## src/rtl/sig_ins_pkg.sv

```systemverilog
package sig_ins_pkg;
  localparam int NUM_REGS  = 16;
  localparam int REG_W     = 8;
  localparam int NIB_W     = REG_W / 2;
  localparam int MASK_W    = 32;
  localparam int POS_W     = 5;
  localparam int BIT_W     = 3;
  localparam int REG_AW    = $clog2(NUM_REGS);
  localparam int T1_CHANS  = 24;
  localparam int E1_FRAMES = 16;

  typedef logic [REG_W-1:0] sig_byte_t;
  typedef logic [NUM_REGS-1:0][REG_W-1:0] sig_bank_t;
endpackage

```

## src/rtl/sig_reg_bank.sv

```systemverilog
module sig_reg_bank
  import sig_ins_pkg::*;
(
  input  logic              clk,
  input  logic              rst_n,
  input  logic              wr_en,
  input  logic [REG_AW-1:0] wr_addr,
  input  sig_byte_t         wr_data,
  input  logic              reload,
  output sig_bank_t         shadow
);
  sig_bank_t host_q;
  sig_bank_t host_d;
  sig_bank_t shadow_q;
  sig_bank_t shadow_d;

  for (genvar g = 0; g < NUM_REGS; g++) begin : g_reg
    always_comb begin
      host_d[g] = host_q[g];
      if (wr_en && (wr_addr == REG_AW'(g))) host_d[g] = wr_data;
      shadow_d[g] = reload ? host_q[g] : shadow_q[g];
    end

    always_ff @(posedge clk or negedge rst_n) begin
      if (!rst_n) begin
        host_q[g]   <= '0;
        shadow_q[g] <= '0;
      end else begin
        host_q[g]   <= host_d[g];
        shadow_q[g] <= shadow_d[g];
      end
    end
  end

  assign shadow = shadow_q;
endmodule

```

## src/rtl/sig_mf_ctrl.sv

```systemverilog
module sig_mf_ctrl (
  input  logic clk,
  input  logic rst_n,
  input  logic bit_vld,
  input  logic mf_start,
  input  logic t1_mode,
  input  logic esf_mode,
  input  logic irq_clr,
  output logic reload,
  output logic d4_second,
  output logic mf_irq
);
  logic mf_tick;
  logic d4_mode;
  logic second_q, second_d;
  logic irq_q, irq_d;

  assign mf_tick = bit_vld & mf_start;
  assign d4_mode = t1_mode & ~esf_mode;
  assign reload  = mf_tick & (~d4_mode | second_q);

  always_comb begin
    second_d = second_q;
    if (mf_tick) second_d = ~reload;
    irq_d = irq_q;
    if (irq_clr) irq_d = 1'b0;
    if (mf_tick) irq_d = 1'b1;
  end

  always_ff @(posedge clk or negedge rst_n) begin
    if (!rst_n) begin
      second_q <= 1'b1;
      irq_q    <= 1'b0;
    end else begin
      second_q <= second_d;
      irq_q    <= irq_d;
    end
  end

  assign d4_second = second_q;
  assign mf_irq    = irq_q;
endmodule

```

## src/rtl/sig_bit_pick.sv

```systemverilog
module sig_bit_pick
  import sig_ins_pkg::*;
(
  input  sig_bank_t         shadow,
  input  logic              t1_mode,
  input  logic              esf_mode,
  input  logic              t1_ins_en,
  input  logic              e1_ins_en,
  input  logic [MASK_W-1:0] chan_mask,
  input  logic              d4_second,
  input  logic              fbit,
  input  logic [POS_W-1:0]  frame_num,
  input  logic [POS_W-1:0]  ts_num,
  input  logic [BIT_W-1:0]  bit_num,
  input  logic              ser_in,
  output logic              bit_out
);
  sig_byte_t        t1_byte;
  sig_byte_t        e1_byte;
  logic [NIB_W-1:0] t1_nib;
  logic [1:0]       t1_sel;
  logic             t1_slot;
  logic             t1_hit;
  logic             e1_hit;
  logic [POS_W-1:0] e1_chan;

  always_comb begin
    t1_byte = shadow[REG_AW'(ts_num >> 1)];
    t1_nib  = ts_num[0] ? t1_byte[NIB_W-1:0] : t1_byte[REG_W-1:NIB_W];
    t1_slot = 1'b0;
    t1_sel  = 2'd0;
    if (esf_mode) begin
      unique case (frame_num)
        5'd6:    begin t1_slot = 1'b1; t1_sel = 2'd3; end
        5'd12:   begin t1_slot = 1'b1; t1_sel = 2'd2; end
        5'd18:   begin t1_slot = 1'b1; t1_sel = 2'd1; end
        5'd24:   begin t1_slot = 1'b1; t1_sel = 2'd0; end
        default: begin t1_slot = 1'b0; t1_sel = 2'd0; end
      endcase
    end else begin
      unique case (frame_num)
        5'd6:    begin t1_slot = 1'b1; t1_sel = d4_second ? 2'd1 : 2'd3; end
        5'd12:   begin t1_slot = 1'b1; t1_sel = d4_second ? 2'd0 : 2'd2; end
        default: begin t1_slot = 1'b0; t1_sel = 2'd0; end
      endcase
    end
    t1_hit = t1_mode && t1_ins_en && !fbit && t1_slot &&
             (bit_num == 3'd7) && (ts_num < POS_W'(T1_CHANS)) && chan_mask[ts_num];

    e1_byte = shadow[REG_AW'(frame_num)];
    e1_chan = bit_num[2] ? (frame_num + POS_W'(15)) : frame_num;
    e1_hit  = !t1_mode && e1_ins_en && (ts_num == POS_W'(16)) &&
              (frame_num != '0) && (frame_num < POS_W'(E1_FRAMES)) && chan_mask[e1_chan];

    bit_out = ser_in;
    if (t1_hit)      bit_out = t1_nib[t1_sel];
    else if (e1_hit) bit_out = e1_byte[BIT_W'(3'd7 - bit_num)];
  end
endmodule

```

## src/rtl/tx_sig_inserter.sv

```systemverilog
module tx_sig_inserter
  import sig_ins_pkg::*;
(
  input  logic              clk,
  input  logic              rst_n,
  input  logic              host_wr_en,
  input  logic [3:0]        host_wr_addr,
  input  logic [7:0]        host_wr_data,
  input  logic              irq_clr,
  input  logic              t1_mode,
  input  logic              esf_mode,
  input  logic              t1_ins_en,
  input  logic              e1_ins_en,
  input  logic [31:0]       chan_ins_mask,
  input  logic              bit_vld,
  input  logic              ser_in,
  input  logic              fbit,
  input  logic              mf_start,
  input  logic [4:0]        frame_num,
  input  logic [4:0]        ts_num,
  input  logic [2:0]        bit_num,
  output logic              ser_out,
  output logic              mf_irq
);
  logic [1:0] rst_pipe_q;
  logic       rst_s_n;
  logic       reload_w;
  logic       d4_second_w;
  logic       pick_w;
  logic       out_q, out_d;
  sig_bank_t  shadow_w;

  always_ff @(posedge clk or negedge rst_n) begin
    if (!rst_n) rst_pipe_q <= 2'b00;
    else        rst_pipe_q <= {rst_pipe_q[0], 1'b1};
  end
  assign rst_s_n = rst_pipe_q[1];

  sig_reg_bank bank_i (
    .clk     (clk),
    .rst_n   (rst_s_n),
    .wr_en   (host_wr_en),
    .wr_addr (host_wr_addr),
    .wr_data (host_wr_data),
    .reload  (reload_w),
    .shadow  (shadow_w)
  );

  sig_mf_ctrl ctrl_i (
    .clk       (clk),
    .rst_n     (rst_s_n),
    .bit_vld   (bit_vld),
    .mf_start  (mf_start),
    .t1_mode   (t1_mode),
    .esf_mode  (esf_mode),
    .irq_clr   (irq_clr),
    .reload    (reload_w),
    .d4_second (d4_second_w),
    .mf_irq    (mf_irq)
  );

  sig_bit_pick pick_i (
    .shadow    (shadow_w),
    .t1_mode   (t1_mode),
    .esf_mode  (esf_mode),
    .t1_ins_en (t1_ins_en),
    .e1_ins_en (e1_ins_en),
    .chan_mask (chan_ins_mask),
    .d4_second (d4_second_w),
    .fbit      (fbit),
    .frame_num (frame_num),
    .ts_num    (ts_num),
    .bit_num   (bit_num),
    .ser_in    (ser_in),
    .bit_out   (pick_w)
  );

  always_comb begin
    out_d = out_q;
    if (bit_vld) out_d = pick_w;
  end

  always_ff @(posedge clk or negedge rst_s_n) begin
    if (!rst_s_n) out_q <= 1'b0;
    else          out_q <= out_d;
  end

  assign ser_out = out_q;
endmodule

```

## config.mk

```make
export PLATFORM = sky130hd
export DESIGN_NAME = tx_sig_inserter
export DESIGN_NICKNAME = d
export VERILOG_FILES = /design/src/rtl/sig_ins_pkg.sv /design/src/rtl/sig_reg_bank.sv /design/src/rtl/sig_mf_ctrl.sv /design/src/rtl/sig_bit_pick.sv /design/src/rtl/tx_sig_inserter.sv
export SDC_FILE = /design/constraint.sdc
export NUM_CORES = 1
export LEC_CHECK = 0
export BUFFER_PORTS_ARGS = -buffer_cell sky130_fd_sc_hd__buf_4
export CORE_MARGIN = 2
export CORE_UTILIZATION = 36
export DETAILED_ROUTE_END_ITERATION = 12
export GPL_ROUTABILITY_DRIVEN = 0
export PLACE_DENSITY = 0.56
export SETUP_SLACK_MARGIN = 0.2
export SLEW_MARGIN = 40
export SYNTH_ARGS = -nofsm -noshare
export SYNTH_HDL_FRONTEND = slang
export SYNTH_SLANG_ARGS = --single-unit
```

## constraint.sdc

```tcl
create_clock -name clk -period 9.75 [get_ports clk]
set_clock_uncertainty 0.1 [all_clocks]
set_input_delay 0.4875 -clock clk [delete_from_list [all_inputs] [get_ports clk]]
set_output_delay 0.4875 -clock clk [all_outputs]
set_load 0.02 [all_outputs]
```

### After elaboration in Yosys (flattened, before gate mapping)

Index checks and enable logic that the tools add are counted.

* word-level logic and storage cells: 134
* register bits: 261

* bitwise gates (word level): 7
* equality and inequality tests: 21
* order comparisons: 8
* $add $sub $neg: 2
* reductions and logical operators: 34
* mux-type cells: 26

Operator list (count)
* 8-bit binary-select mux with 4-bit select: 2
* 4-bit == test (second input constant): 8
* 1-bit logical AND: 27
* 4-bit by 3-bit == test with 1-bit output (second input constant): 4
* 8-bit 2-to-1 mux: 2
* 5-bit == test (second input constant): 3
* 5-bit by 6-bit less-than comparator with 1-bit output (second input constant): 2
* 1-bit 2-to-1 mux: 11
* 1-bit binary-select mux with 5-bit select: 2
* 4-bit by 5-bit less-than comparator with 1-bit output (second input constant): 2
* 5-bit less-than comparator (second input constant): 2
* 4-bit by 2-bit == test with 1-bit output (second input constant): 2
* 2-bit 2-to-1 mux: 3
* 2-bit case mux with 3 select lines: 1
* 5-bit by 4-bit adder with 5-bit output (second input constant): 1
* 5-bit by 3-bit == test with 1-bit output (second input constant): 1
* 5-bit by 4-bit == test with 1-bit output (second input constant): 1
* 5-bit 2-to-1 mux: 1
* 5-bit nonzero test: 1
* 4-bit by 1-bit == test with 1-bit output (second input constant): 1
* 4-bit logical NOT: 1
* 3-bit by 4-bit less-than comparator with 1-bit output (second input constant): 1
* 4-bit 2-to-1 mux: 1
* 2-bit case mux with 2 select lines: 1
* other kinds (12): 17

### Depth between registers and ports, before layout

Gate-level depths: netlist (run 1).

* depth after elaboration: 9
* gate-level depth with buffers: 12

### Modules after synthesis

A second synthesis (run 1) with hierarchy kept.

* cell total of the unflattened synthesis: 842
* area, all modules: 12828.6 µm²

By module, submodules not included
* sig_reg_bank: area each 9625.5 µm², times used 1, seq. area each 6406.1 µm², cells each 563
* sig_bit_pick: area each 3014.1 µm², times used 1, seq. area each 0.0 µm², cells each 266
* sig_mf_ctrl: area each 95.1 µm², times used 1, seq. area each 51.3 µm², cells each 8
* tx_sig_inserter: area each 93.8 µm², times used 1, seq. area each 75.1 µm², cells each 5

### Worst setup path before layout (run 1)

Ideal clock, no wire load.

* path kind: in2reg
* start point: input port frame_num[0]
* end point: register out_q (netlist: ser_out)
* slack: 6.440 ns
* data arrival time: 3.118 ns
* cell stages on the path: 11
* library setup time: 0.092 ns
* path buffers: 2
* cell sequence: buf_4 -> clkbuf_8 -> clkinv_1 -> ha_1 -> nand2_4 -> xor2_4 -> mux4_1 -> mux2_2 -> o22a_1 -> and4_4 -> o31ai_2

* word-level cells in the longest chain between the ends: 9
* elaborated cells between the ends (all ways): 33
* those cells by class: add/sub: 1; order compare: 1; eq/ne: 4; mux: 17; reduce/logical: 10

Ends and longest elaborated chain
* from (decl): line tx_sig_inserter.sv:19 `input logic [4:0] frame_num,`
* branches (longest 8 deep; another with 5-bit by 4-bit adder with 5-bit output)
* 1-bit 2-to-1 mux (*): line sig_bit_pick.sv:56 `if (t1_hit) bit_out = t1_nib[t1_sel];`
* to (signal assigned): line tx_sig_inserter.sv:85 `else out_q <= out_d;`
* to (decl): line tx_sig_inserter.sv:30 `logic out_q, out_d;`

Every way passes the cells marked *. The select of a mux whose other input is x is not followed.
A chain may end at the register's enable or synchronous reset.

### Worst setup path in the final report (run 1)

* start point: input port frame_num[1]
* end point: register out_q (netlist: ser_out)

Same word-level chain as after synthesis.

==> qor.txt, run 1 <==
Launch point of the worst reg-to-reg path: ctrl_i.d4_second
Register area share after synthesis: 0.514
R2R Setup Slk: 6.90 ns
Slew Viols, Final: 0
Largest net degree at the start of global routing: 76
#FFs+latches synth: 261
Floorplan core area: 0.0346 mm2
Die Width: 192 um
Clock sinks: 261
Gate count of the mapped netlist: 825
Post-synth top cells: 264 x mux2_2, 260 x dfrtp_1, 56 x mux4_2
CTS H-tree lvls: 1
Skew-Pair Late Insertion Delay: 0.55 ns
CP Launch Type: input port
Total GRT Usage: 0.182
Mapped Nets: 897
Status: finished, final reports clean
Boundary pin count: 71
Rows: 68
Final Cycle Share: 0.314
Total number of vias: 7540
Most frequent cell after synthesis: mux2_2
Max Freq: 327 MHz
Crit path to: ser_out
RSZ-0062 raised after global routing: false
Setup CP Type: input port to flop
WL final: 32700 um
Die area: 0.0368 mm2
Max VDD drop: 0.000162 V
CP required: 10.10 ns
Layout cells sized above 1: 0.510
P&R area growth vs syn: 14.6%
First-pass GRT wire length: 50100 um
DRT antenna net count: 0
CP max stage delay: 0.61 ns
Ranking of synthesized cells by area: dfrtp_1 51%, mux2_2 23%, mux4_2 9.9%
CTS root buffer: clkbuf_16
# hold bufs at CTS: 1
# DRC: 0
DR iter-0 viols: 453
CTS tree: built
Starting Density: 0.367
Worst rel slew slack: 0.420
CP Max Fanout: 36
Clk pin slew, worst setup/hold paths: 0.06 ns
Post-synth cell types: 59
Endpoint class of the critical path: flop
Met2 Use GR: 0.289
Worst path cell trace: buf_4, inv_1, ha_1, nand2_4, xor2_4, mux4_1, mux2_2, o22a_1, and4_4, o31ai_2
Leak: 0.00618 uW
Nets: 960
Critical path startpoint: frame_num[1]
PwrDens: 229 mW/mm2
Initial antenna violation count: 0
Overflow after GRT: 0
Met3 Usage GRT: 0.0241
First-pass detailed-route iteration total: 5
Final WS setup: 6.69 ns
PortBufs: 70
Final Hold Slack: 0.0490 ns
Yosys top cell by area: dfrtp_1
DP Wirelength: 21400 um
Dominant synthesized flop cell: dfrtp_1
Mapped Area: 0.0127 mm2
Synth top area share: 0.512
Gr busiest metal: met2
Final hold violation count: 0
Data arrival, critical path: 3.41 ns
Place WS: 6.14 ns
Vias in the first global route: 7798
Slew @ Worst Pin: 0.868 ns
Met1 usage: 0.269
Finish-stage setup viols: 0
Total negative slack: 0 ns
Synth warn: 0
PostCTS Resize Cnt: 0
Setup bufs post-CTS: 0
Post-synth EDFFs: 0
Slowest stage cell, crit path: mux4_1
Fill cells: 3176
Ant. Diodes: 0
CTS max path bufs: 3
MaxCap Viol Count: 0
Hold WC Path Type: input port to flop
Wire per inst: 24.0 um
DIE HEIGHT: 192 um
Post-synth ARST share: 1.00
Post-layout min period: 3.06 ns
Avg Cell Area, Syn: 15.4 um2
Reg2reg end: bank_i.shadow[59]
Vias per inst: 5.54
Reg2reg path depth: 5
Cts bufs inserted: 29
==> cell usage in the layout (no fill, tap or decap), drive strengths merged, types with 3 or more instances in the layout <==
cell,Yosys,layout
a21oi,9,9
a221oi,3,3
a22o,3,3
a22oi,10,10
buf,19,85
clkbuf,35,44
clkinv,1,5
dfrtp,260,260
ha,3,3
inv,6,7
mux2,264,264
mux2i,30,30
mux4,71,71
nand2,15,15
nand2b,4,4
nand3,6,6
nand4,4,4
nor2,15,15
nor2b,9,9
nor3,9,9
o21ai,5,5
o221ai,6,6
or3,3,3
xor2,3,3
==> kinds of logic after synthesis <==
| kind of cell | Yosys count | share of synthesized area |
|---|---|---|
| AND/OR/NAND/NOR | 78 | 0.0335 |
| adder cells (fa/ha/maj) | 3 | 0.00295 |
| buffers and inverters | 61 | 0.0270 |
| other | 1 | 0.000295 |
| XOR/XNOR | 5 | 0.00492 |
| AO/OA/AOI/OAI | 51 | 0.0298 |
| flip-flops | 261 | 0.514 |
| multiplexers | 365 | 0.388 |
==> metal layers <==
metal / part of all wire / wire, um
met1: 0.47 / 15500
met4: 0.017 / 568
met2: 0.46 / 15100
met5: 0 / 0
met3: 0.047 / 1550
==> state kept, by name (all words and copies together), names as in the netlist <==
signal,cells
bank_i.host_q,128
rst_pipe_q,2
bank_i.shadow,128
ctrl_i.d4_second,1
ser_out,1
ctrl_i.mf_irq,1
==> where the power goes <==
part	leakage, uW	total [uW]	internal (uW)	switching [uW]
Sequential	0.00321	1610	1400	219
Combinational	0.00254	703	450	253
Clock	0.000437	1030	596	429
Total	0.00618	3340	2440	901
==> stage by stage <==
step / area, um2 / util / cells / total power, uW
2_1_floorplan: 12700 / - / 825 / 2110
3_3_place_gp: 13600 / 0.393 / 1308 / 2310
3_5_place_dp: 13700 / 0.395 / 1311 / 2340
4_1_cts: 14600 / 0.420 / 1362 / 3380
5_1_grt: 14600 / 0.421 / 1362 / 3520
6_report: 14600 / 0.421 / 1362 / 3340
==> area by class of cell <==
cell class / count / area, um2 / share of cell area
sequential: 261 / 6540 / 0.449
multi-input combinational: 503 / 5870 / 0.403
clock buffer: 44 / 852 / 0.0585
timing repair buffer: 86 / 679 / 0.0466
tap: 455 / 569 / 0.0391
clock inverter: 6 / 36.3 / 0.00249
inverter: 7 / 26.3 / 0.00180
==> worst min path at each step <==
| stage | from | end | slack (ns) | cells past startpoint |
|---|---|---|---|---|
| 5_1_grt | irq_clr | ctrl_i.mf_irq | 0.04 | 2 |
| 3_3_place_gp | rst_n | rst_pipe_q[0] | 0.17 | 1 |
| 6_report | irq_clr | ctrl_i.mf_irq | 0.05 | 2 |
| 2_1_floorplan | rst_n | rst_pipe_q[0] | 0.09 | 0 |
| 3_5_place_dp | rst_n | rst_pipe_q[0] | 0.17 | 1 |
| 4_1_cts | irq_clr | ctrl_i.mf_irq | 0.04 | 2 |
==> critical path: cells and delay by family <==
| kind | cells | cell delay (ns) |
|---|---|---|
| xor+xnor | 1 | 0.32 |
| mux | 2 | 0.90 |
| simple gates | 2 | 0.28 |
| fa+ha+maj | 1 | 0.26 |
| compound gates | 2 | 0.45 |
| buf+inv | 2 | 0.69 |
Power figures use the tool's default switching activity.
==> run 2, diff against run 1 <==
Settings changed: ABC_AREA from default to 1.
Clock period 9.75 ns to 3 ns, I/O delays scaled along.
==> run 2 against run 1 <==
  * Final area up 2.4%
  * Die area up 2.7%
  * Utilization fell by 0.25 points
  * First-iteration DRC count rose by 120%
  * Highest routed layer unchanged
==> qor.txt, run 2 <==
Initial antenna violation count: 0 (unchanged)
Ranking of synthesized cells by area: dfrtp_1 50%, nand2_1 17%, o21ai_0 8.0%
Skew-Pair Late Insertion Delay: 0.53 ns (-0.02 ns)
Die Width: 194 um (+1.3%)
Die area: 0.0378 mm2 (+2.7%)
Finish-stage setup viols: 0 (unchanged)
Layout cells sized above 1: 0.0872 (-0.423)
Total power: 9920 uW (+200%)
Fill cells: 3709 (+17%)
Vias in the first global route: 10.7k (+37%)
Overflow after GRT: 0 (unchanged)
Combinational group share of total power: 0.191 (-0.019)
Worst rel slew slack: 0.402 (-0.0178)
Nets: 1834 (+91%)
Commonest non-fill, non-tap cell in the layout: nand2_1
DRT antenna net count: 0 (unchanged)
Mapped Area: 0.0131 mm2 (+2.7%)
Rows: 69 (+1.5%)
Starting Density: 0.366 (-0.000785)
Footprint of the multi-input gates: 0.00542 mm2 (-7.7%)
Data arrival, critical path: 2.65 ns (-0.76 ns)
Internal power: 6880 uW (+180%)
Max Freq: 429 MHz
Final hold violation count: 0 (unchanged)
Largest family of logic cells by synthesized area: simple AND/OR/NAND/NOR gates
First-pass GRT wire length: 63600 um (+27%)
Post-Synth XOR/XNOR Area: 0.00201 (-0.00291)
Slew @ Worst Pin: 0.894 ns (+0.0258 ns)
# DRC: 0 (unchanged)
DR iter-0 viols: 1003 (+120%)
DP Wirelength: 26700 um (+25%)
Synth top area share: 0.498 (-0.0137)
Status: finished, final reports clean
Leak: 0.00716 uW (+16%)
Clock power frac: 0.332 (+0.025)
Boundary pin count: 71 (unchanged)
Cts bufs inserted: 29 (unchanged)
CTS max path bufs: 3 (unchanged)
Seq pwr share: 0.477 (-0.006)
Floorplan core area: 0.0357 mm2 (+3.0%)
Setup bufs post-CTS: 0 (unchanged)
Hold WC Path Type: input port to flop
Largest net degree at the start of global routing: 110 (+45%)
DIE HEIGHT: 194 um (+1.3%)
P&R area growth vs syn: 14.2%
Sw Share: 0.307 (+0.0375)
Clk pin slew, worst setup/hold paths: 0.06 ns (about the same)
Ant. Diodes: 0 (unchanged)
Wire per inst: 18.1 um (-25%)
Post-synthesis compound-gate area fraction: 0.142 (+0.113)
Total negative slack: 0 ns (unchanged)
Register area share after synthesis: 0.500 (-0.0137)
Gate count of the mapped netlist: 1725 (+110%)
Most frequent cell after synthesis: nand2_1
CTS tree: built
Final Cycle Share: 0.777
Post-synthesis mux area share: 0 (-0.388)
CP Launch Type: input port
Slew Viols, Final: 0 (unchanged)
Synth warn: 0 (unchanged)
Mapped Nets: 1797 (+100%)
Yosys top cell by area: dfrtp_1
Max VDD drop: 0.000334 V (+110%)
PortBufs: 70 (unchanged)
Simple-Gate Fraction of Synth Area: 0.267 (+0.233)
Adder-cell share of the synthesized area: 0.00287 (-0.0000789)
NetSw: 3050 uW (+240%)
Total number of vias: 11.5k (+53%)
Total GRT Usage: 0.213 (+0.0315)
PwrDens: 665 mW/mm2 (+190%)
RSZ-0062 raised after global routing: false
CP Max Fanout: 23 (-36%)
Post-synth top cells: 585 x nand2_1, 260 x dfrtp_1, 210 x o21ai_0
Post-synth cell types: 30 (-49%)
MaxCap Viol Count: 0 (unchanged)
CP required: 3.32 ns (-6.78 ns)
Vias per inst: 5.16 (-6.9%)
CTS H-tree lvls: 1 (unchanged)
Clock sinks: 261 (unchanged)
Register Area: 0.00654 mm2 (unchanged)
WL final: 40500 um (+24%)
Commonest cells after routing, fill and taps aside: 585 x nand2_1, 259 x dfrtp_1, 210 x o21ai_0, 176 x nand3_1, 150 x inv_1
Endpoint class of the critical path: flop
Setup CP Type: input port to flop
CTS root buffer: clkbuf_16
Post-layout min period: 2.33 ns
Post-synth ARST share: 1.00 (unchanged)
Dominant synthesized flop cell: dfrtp_1
Post-synth EDFFs: 0 (unchanged)
Avg Cell Area, Syn: 7.57 um2 (-51%)
#FFs+latches synth: 261 (unchanged)
First-pass detailed-route iteration total: 5 (unchanged)
## run 2: timing repair
action | CTS | global route
resized for setup | 0 | 0
hold buffers | 15 | 0
endpoints found under the hold margin | 23 | 0
endpoints found under the setup margin | 0 | 0
## run 2: area by class of cell
type	count	share of cell area
Multi-Input combinational cell	1204	0.363
Timing Repair Buffer	110	0.0623
Tap cell	461	0.0387
Clock buffer	42	0.0560
Sequential cell	261	0.438
Inverter	156	0.0393
Clock inverter	5	0.00201
## run 2: power by group through the flow
stage	Clock, uW	Sequential (uW)	Combinational (uW)
floorplan	0	4700	1300
global placement	0	4770	1840
detailed placement	0	4790	1880
CTS	3380	4730	1900
global route	3520	4820	2170
finish	3300	4730	1890
## run 2: cell families (layout without fill, tap and decap cells)
family | Yosys count | in the layout
buffers and inverters | 260 | 313
AOI/OAI and AO/OA | 341 | 341
adders and majority gates | 3 | 3
and+or+nand+nor | 856 | 856
xor gates and xnor gates | 3 | 3
DFF | 261 | 261
other | 1 | 1
## run 2: metal layers
layer,vias to the layer above,GRT usage,share of wire
li1,5615,-,-
met1,5544,0.307,0.47
met2,332,0.344,0.45
met3,54,0.0243,0.054
met4,0,0.0536,0.023
met5,-,0,0
## run 2: worst paths after layout
check / from / to / slack (ns) / depth (start not counted)
max: frame_num[0] / ser_out / 0.67 / 17
max in group asynchronous: rst_pipe_q[1] / bank_i.shadow[114] / 1.79 / 1
min: host_wr_addr[1] / bank_i.host_q[48] / 0.08 / 5
min reg2reg: rst_pipe_q[1] / bank_i.shadow[30] / 0.19 / 0
min in group asynchronous: rst_pipe_q[1] / bank_i.shadow[30] / 0.19 / 0
max reg2reg: bank_i.shadow[127] / ser_out / 0.68 / 15
## run 2: critical path, cell delays in order
cell           delay (ns)
buf_4                0.12
inv_2                0.35
buf_4                0.35
nand2_2              0.09
nand2_2              0.24
nand2_1              0.08
nand3_1              0.07
nand3_1              0.08
nand3_1              0.10
nand2_1              0.06
nand2_1              0.07
nand2_1              0.05
nor2_1               0.09
nand2_1              0.06
nand3_1              0.08
a21oi_2              0.05
dlygate4sd3_1        0.54
## run 2: per-stage QoR
stage | std cells | area (um2) | hold WS, ns | utilization | setup WS (ns)
finish | 2239 | 14900 | 0.0814 | 0.418 | 0.668
global route | 2239 | 14900 | 0.0807 | 0.418 | 0.404
CTS | 2239 | 14900 | 0.0621 | 0.418 | 0.612
detailed placement | 2177 | 13900 | -0.165 | 0.390 | 0.580
global placement | 2177 | 13900 | -0.167 | 0.390 | 0.591
floorplan | 1725 | 13100 | -0.246 | - | 0.283
